### src/rtl/lpd_pkg.sv
package lpd_pkg;

  typedef enum logic [1:0] {
    PS_AWAKE  = 2'd0,
    PS_SLEEP  = 2'd1,
    PS_WAKING = 2'd2
  } pstate_e;

  function automatic pstate_e pd_next(pstate_e s, logic en, logic energy, logic settled);
    pstate_e n;
    case (s)
      PS_AWAKE:  n = (en && !energy) ? PS_SLEEP : PS_AWAKE;
      PS_SLEEP:  n = !en ? PS_AWAKE : (energy ? PS_WAKING : PS_SLEEP);
      PS_WAKING: n = settled ? PS_AWAKE : PS_WAKING;
      default:   n = PS_AWAKE;
    endcase
    return n;
  endfunction

  function automatic logic pd_rail_on(pstate_e s);
    return s != PS_SLEEP;
  endfunction

  function automatic logic pd_tx_block(pstate_e s);
    return s != PS_AWAKE;
  endfunction

endpackage

### src/rtl/lpd_sync.sv
module lpd_sync #(
  parameter int STAGES = 2
) (
  input  logic clk,
  input  logic rst_n,
  input  logic d,
  output logic q
);
  logic [STAGES-1:0] sh;

  generate
    if (STAGES == 1) begin : g_one
      always_ff @(posedge clk or negedge rst_n)
        if (!rst_n) sh <= '0;
        else        sh <= d;
    end else begin : g_many
      always_ff @(posedge clk or negedge rst_n)
        if (!rst_n) sh <= '0;
        else        sh <= {sh[STAGES-2:0], d};
    end
  endgenerate

  assign q = sh[STAGES-1];
endmodule

### src/rtl/lpd_settle.sv
module lpd_settle #(
  parameter int CYC = 4
) (
  input  logic clk,
  input  logic rst_n,
  input  logic run,
  output logic done
);
  localparam int CW = (CYC > 1) ? $clog2(CYC) : 1;
  localparam logic [CW-1:0] LAST = CW'(CYC - 1);

  logic [CW-1:0] cnt;

  assign done = run && (cnt == LAST);

  always_ff @(posedge clk or negedge rst_n)
    if (!rst_n)     cnt <= '0;
    else if (!run)  cnt <= '0;
    else if (!done) cnt <= cnt + 1'b1;
endmodule

### src/rtl/lpd_flag.sv
module lpd_flag (
  input  logic clk,
  input  logic rst_n,
  input  logic set,
  input  logic clr,
  output logic q
);
  always_ff @(posedge clk or negedge rst_n)
    if (!rst_n)   q <= 1'b0;
    else if (set) q <= 1'b1;
    else if (clr) q <= 1'b0;
endmodule

### src/rtl/lpd_ctrl.sv
module lpd_ctrl
  import lpd_pkg::*;
#(
  parameter int SW         = 8,
  parameter int SYNC_STAGES = 2,
  parameter int SETTLE_CYC = 4
) (
  input  logic          clk,
  input  logic          rst_n,
  input  logic          sleep_en,
  input  logic          line_energy,
  input  logic          wake_irq_en,
  input  logic          flag_clr,
  input  logic [SW-1:0] dp_state,
  output logic          pwr_en,
  output logic          tx_inhibit,
  output logic          wake_flag,
  output logic          wake_irq,
  output logic          restore_load,
  output logic [SW-1:0] restore_state
);
  pstate_e st, st_nx;
  logic    energy_s;
  logic    settle_run;
  logic    wake_done;
  logic    force_wake;
  logic    enter_sleep;
  logic    rl_q;
  logic [SW-1:0] saved_q;

  lpd_sync #(.STAGES(SYNC_STAGES)) u_sync (
    .clk(clk), .rst_n(rst_n), .d(line_energy), .q(energy_s)
  );

  assign settle_run = (st == PS_WAKING);

  lpd_settle #(.CYC(SETTLE_CYC)) u_settle (
    .clk(clk), .rst_n(rst_n), .run(settle_run), .done(wake_done)
  );

  assign force_wake  = (st == PS_SLEEP) && !sleep_en;
  assign enter_sleep = (st == PS_AWAKE) && sleep_en && !energy_s;
  assign st_nx       = pd_next(st, sleep_en, energy_s, wake_done);

  always_ff @(posedge clk or negedge rst_n)
    if (!rst_n) begin
      st      <= PS_AWAKE;
      saved_q <= '0;
      rl_q    <= 1'b0;
    end else begin
      st   <= st_nx;
      rl_q <= wake_done || force_wake;
      if (enter_sleep) saved_q <= dp_state;
    end

  lpd_flag u_flag (
    .clk(clk), .rst_n(rst_n), .set(wake_done), .clr(flag_clr), .q(wake_flag)
  );

  assign pwr_en        = pd_rail_on(st);
  assign tx_inhibit    = pd_tx_block(st);
  assign wake_irq      = wake_flag && wake_irq_en;
  assign restore_load  = rl_q;
  assign restore_state = saved_q;
endmodule

### config.mk
export PLATFORM = sky130hd
export DESIGN_NAME = lpd_ctrl
export DESIGN_NICKNAME = d
export VERILOG_FILES = /design/src/rtl/lpd_pkg.sv /design/src/rtl/lpd_sync.sv /design/src/rtl/lpd_settle.sv /design/src/rtl/lpd_flag.sv /design/src/rtl/lpd_ctrl.sv
export SDC_FILE = /design/constraint.sdc
export NUM_CORES = 1
export LEC_CHECK = 0
export BUFFER_PORTS_ARGS = -buffer_cell sky130_fd_sc_hd__buf_2
export CAP_MARGIN = 20
export CELL_PAD_IN_SITES_DETAIL_PLACEMENT = 1
export CELL_PAD_IN_SITES_GLOBAL_PLACEMENT = 1
export CORE_MARGIN = 1.5
export CORE_UTILIZATION = 34
export CTS_CLUSTER_SIZE = 30
export DETAILED_ROUTE_END_ITERATION = 12
export GPL_TIMING_DRIVEN = 0
export PLACE_DENSITY = 0.79
export SLEW_MARGIN = 20
export SYNTH_ARGS = -nofsm -noshare
export SYNTH_HDL_FRONTEND = slang
export SYNTH_SLANG_ARGS = --single-unit
### constraint.sdc
create_clock -name clk -period 2.1 [get_ports clk]
set_clock_uncertainty 0.15 [all_clocks]
set_input_delay 0 -clock clk [delete_from_list [all_inputs] [get_ports clk]]
set_output_delay 0 -clock clk [all_outputs]
set_load 0.05 [all_outputs]
## Word-level counts from Yosys, hierarchy flattened

Cells that the tools add are included.

| word-level totals | value |
|---|---|
| bits in registers | 16 |
| output and inout bits | 13 |
| logic and storage cells | 33 |
| input port bits | 14 |

| cells by class | value |
|---|---|
| muxes and demuxes | 9 |
| reduce and logical (&&, ||, !) cells | 12 |
| add/sub/neg operators | 1 |
| eq/ne operators | 5 |

Operators by type and width:

| cell | number |
|---|---|
| $mux W2 | 5 |
| $logic_and A1 B1 Y1 | 6 |
| $pmux W2 S3 | 1 |
| $eq A2 B2 Y1 const B | 2 |
| $reduce_bool A2 Y1 | 2 |
| $mux W1 | 3 |
| $add A2 B1 Y2 const B | 1 |
| $eq A2 B1 Y1 const B | 1 |
| $logic_not A1 Y1 | 2 |
| $logic_not A2 Y1 | 1 |
| $ne A2 B1 Y1 const B | 1 |
| $ne A2 B2 Y1 const B | 1 |
| $logic_or A1 B1 Y1 | 1 |

## Longest topological paths before layout

| depth | value |
|---|---|
| depth after elaboration | 4 |
| gate-level depth with buffers | 3 |
| mapped depth without buffers | 3 |

## Cells and area by module

From an unflattened synthesis, not the netlist that was laid out.

| unflattened totals | value |
|---|---|
| cell total of the unflattened synthesis | 42 |
| area total of the unflattened synthesis | 630.6 um2 |

By module, submodules not included:

| module | cells an instance | instances | seq. area each (um2) | area an instance (um2) |
|---|---|---|---|---|
| lpd_ctrl | 29 | 1 | 275.3 | 442.9 |
| lpd_settle | 8 | 1 | 50.0 | 101.3 |
| lpd_sync | 2 | 1 | 50.0 | 50.0 |
| lpd_flag | 3 | 1 | 25.0 | 36.3 |

## Worst setup path after synthesis

OpenSTA, ideal clock, no wires.

| path | value |
|---|---|
| kind | reg2reg |
| from | reg u_sync.sh[1] |
| to | reg saved_q[0], in the netlist restore_state[0] |
| setup slack | 0.580 ns |
| path buffers | 0 |
| cell stages (with the launch flop) | 3 |
| period minus slack after synthesis | 1.520 ns |
| required time | 1.825 ns |
| setup time | 0.125 ns |
| arrival time | 1.246 ns |
| cell sequence | dfrtp_1 > nor4b_4 > mux2_2 |

| between the ends | value |
|---|---|
| cells in the longest elaborated chain, start to end | 2 |

Ends and longest elaborated chain:

| item | line | source |
|---|---|---|
| start, declared | lpd_sync.sv:9 | `logic [STAGES-1:0] sh;` |
| start signal, assigned | lpd_sync.sv:19 | `else sh <= {sh[STAGES-2:0], d};` |
| $logic_not A1 Y1 | lpd_ctrl.sv:42 | `assign enter_sleep = (st == PS_AWAKE) && sleep_en && !energy_s;` |
| $logic_and A1 B1 Y1 | lpd_ctrl.sv:42 |  |
| end signal, assigned | lpd_ctrl.sv:53 | `if (enter_sleep) saved_q <= dp_state;` |
| end, declared | lpd_ctrl.sv:29 | `logic [SW-1:0] saved_q;` |

Every way passes these cells.
A chain may end at the register's enable or synchronous reset.

## Worst setup path after layout

| path | value |
|---|---|
| from | reg st[0] |
| to | reg saved_q[2], in the netlist restore_state[2] |

| between the ends | value |
|---|---|
| cells in the longest elaborated chain, start to end | 3 |

Ends and longest elaborated chain:

| item | line | source |
|---|---|---|
| start, declared | lpd_ctrl.sv:22 | `pstate_e st, st_nx;` |
| start signal, assigned | lpd_ctrl.sv:51 | `st <= st_nx;` |
| $logic_not A2 Y1 | lpd_ctrl.sv:42 |  |
| $logic_and A1 B1 Y1 (2 in series) | lpd_ctrl.sv:42 |  |

Every way passes these cells.

==> impl_metrics.yaml <==
outcome:
  outcome: "complete, but fails checks"
  violations: "hold timing"
logic_synthesis:
  synthTopCellsByCount: "dfrtp_1, mux2_2, nand2b_1, nor2_1, o21ai_0"
  synth-seq-area-share_pct: 64.9
  synthFlopType: "dfrtp_1"
  synthTopCellsByArea: "dfrtp_1, mux2_2, nor4b_4"
  async_flop_share_pct: 100
  netlist_area_um2: 617
  yosysWarnings: 0
  syn-mean-instance-area_um2: 15.0
  synth_nets: 56
  yosysTopAreaCell: "dfrtp_1"
  ys_seq_elements: 16
  synth-edff-count: 0
  yosysMostFrequentCell: "dfrtp_1"
  synth.distinct_cells: 16
  syn_inst: 41
  synth_top_area_share_pct: 64.9
timing:
  timing.slew.headroom_pct: 61.7
  slew_violations: 0
  setup_viol: 0
  period_minus_slack_ns: 1.69
  fin_tns_setup_ns: 0
  worstMarginPinSlew_ns: 0.572
  hold_ws_ns: -0.0165
  fmax_mhz: 592
  hold_viol_final: 16
  rsz0062_at_grt: "false"
  finalCritPeriodShare_pct: 80.4
setup_path:
  critPathMaxStageDelay_ns: 0.57
  crit_path_cell_trace: "nor4b_4, mux2_2"
  crit_fanout: 8
  path_class: "reg -> reg"
  crit_buf_inv: 0
  r2r-start: "st[0]"
  startpoint_type: "flop"
  r2r_slack_ns: 0.41
  r2r-end: "restore_state[2]"
  arrival_ns: 1.71
  path_delay_family: "simple AND/OR/NAND/NOR gates"
  crit_cells: 2
  startpoint: "st[0]"
  endpoint: "restore_state[2]"
  critPathSlowestCell: "nor4b_4"
  r2r_cells: 2
  worstSetupEndpointType: "flop"
  required_ns: 2.12
route:
  wl_per_cell_um: 13.6
  first_pass_iters: 4
  drt_iter0_drc: 5
  vias_per_cell: 4.43
  routed-via-count: 478
  antenna_left: 0
  wirelength_um: 1470
  post-route-drc-count: 0
layout:
  fin_nets: 99
  final_layout_size_suffix_gt1_share_pct: 48.2
  fin_cells: 108
  syn_to_final_growth_pct: 51.5
  diodes: 0
clocking:
  clk_pin_slew_worst_paths_ns: 0.10
  h-tree-depth: 1
  cts_tree: "done"
  numClockSinks: 16
  cts_made_buffers: 3
  cts_root_buf: "clkbuf_4"
  cts_max_path_buffers: 2
  cts_resized: 0
  post_cts_buffers: 0
  clock_latency_ns: 0.29
worst_hold_path:
  hold_class: "in -> async"
floorplanning:
  core_um2: 1710
  ios: 27
  die_w_um: 45.6
  start_util_pct: 36.1
  rows: 15
  die_y_um: 45.6
  die-area_um2: 2080
global_routing:
  grt_pass1_wl_um: 2540
  grt_usage_pct: 18.0
  grt_max_degree: 17
  grt_pass1_vias: 563
  antenna_found_initial: 0
  grt_overflow: 0
power_and_ir_drop:
  powerDensity_nw_per_um2: 1070
  peakVddDrop_uv: 570
  power.leakage_nw: 0.458
place:
  numPortBuffers: 26
  dp_cells: 92
  gp_congestion: 0.609
job:
  maxCapViolations: 0
[sequential cells by signal, summed over array words and instances, names as in the netlist]
name           cells
restore_state      8
st                 2
restore_load       1
u_flag.q           1
u_settle.cnt       2
u_sync.sh          2
[routing by layer]
metal	up-vias	routed length [um]	global-route usage, %
li1	225	-	-
met1	233	517	18.4
met2	17	830	32.4
met3	3	96	5.95
met4	0	25	8.82
met5	-	0	0
[power breakdown]
part	switching [mW]	internal, mW	total (mW)
Combinational	0.268	0.116	0.384
Clock	0.100	0.106	0.206
Sequential	0.0416	0.368	0.410
[layout by cell type, fill, tap and decap left out, drive strengths merged]
cell type / netlist / layout
xor2: 1 / 1
dfrtp: 16 / 16
o21ai: 2 / 2
or2: 1 / 1
mux2: 8 / 8
nor3b: 1 / 1
nor2: 2 / 2
mux2i: 1 / 1
nand3b: 1 / 1
inv: 1 / 1
clkbuf: 0 / 4
nand2b: 2 / 2
and2: 1 / 1
o22ai: 1 / 1
nand2: 1 / 1
buf: 0 / 26
nor4b: 1 / 1
dlygate4sd3: 0 / 12
ha: 1 / 1
[cell families after synthesis]
family / Yosys count / synth area share (%)
and+or+nand+nor: 10 / 12.2
muxes: 9 / 16.2
DFF: 16 / 64.9
AOI/OAI and AO/OA: 3 / 2.64
buffers and inverters: 1 / 0.608
xor gates and xnor gates: 1 / 1.42
adders and majority gates: 1 / 2.03
[worst min-delay path by stage]
stage / start / end / slack [ns] / depth (start not counted)
after detailed placement: rst_n / u_sync.sh[0] / -0.22 / 1
after global placement: rst_n / u_sync.sh[0] / -0.22 / 1
after CTS: rst_n / u_sync.sh[0] / 0.004 / 2
after global routing: rst_n / u_sync.sh[0] / 0.03 / 2
after floorplan: rst_n / restore_load / -0.45 / 0
final: rst_n / u_sync.sh[0] / -0.02 / 2
[metrics by stage]
stage / power, mW / setup WS (ns) / util (%) / cell area [um2] / hold slack, ns
detailed placement: 0.774 / 0.453 / 45.6 / 778 / -0.221
global route: 1.05 / 0.339 / 54.7 / 935 / 0.0287
global placement: 0.762 / 0.447 / 45.6 / 778 / -0.224
CTS: 0.994 / 0.433 / 54.7 / 935 / 0.00422
floorplan: 0.681 / 0.580 / - / 617 / -0.446
finish: 1.00 / 0.412 / 54.7 / 935 / -0.0165
[what timing repair did]
item	4_1_cts	5_1_grt
hold endpoints to repair	29	0
setup endpoints to repair	0	0
hold buffers	12	0
[layout make-up]
cell class              count  area (um2)
clock buffers               4        36.3
flip-flops and latches     16         400
multi-input cells          24         213
inverters                   1        3.75
fillers                   184         773
repair buffers             38         250
well taps                  25        31.3
(Power assumes the default switching activity.)
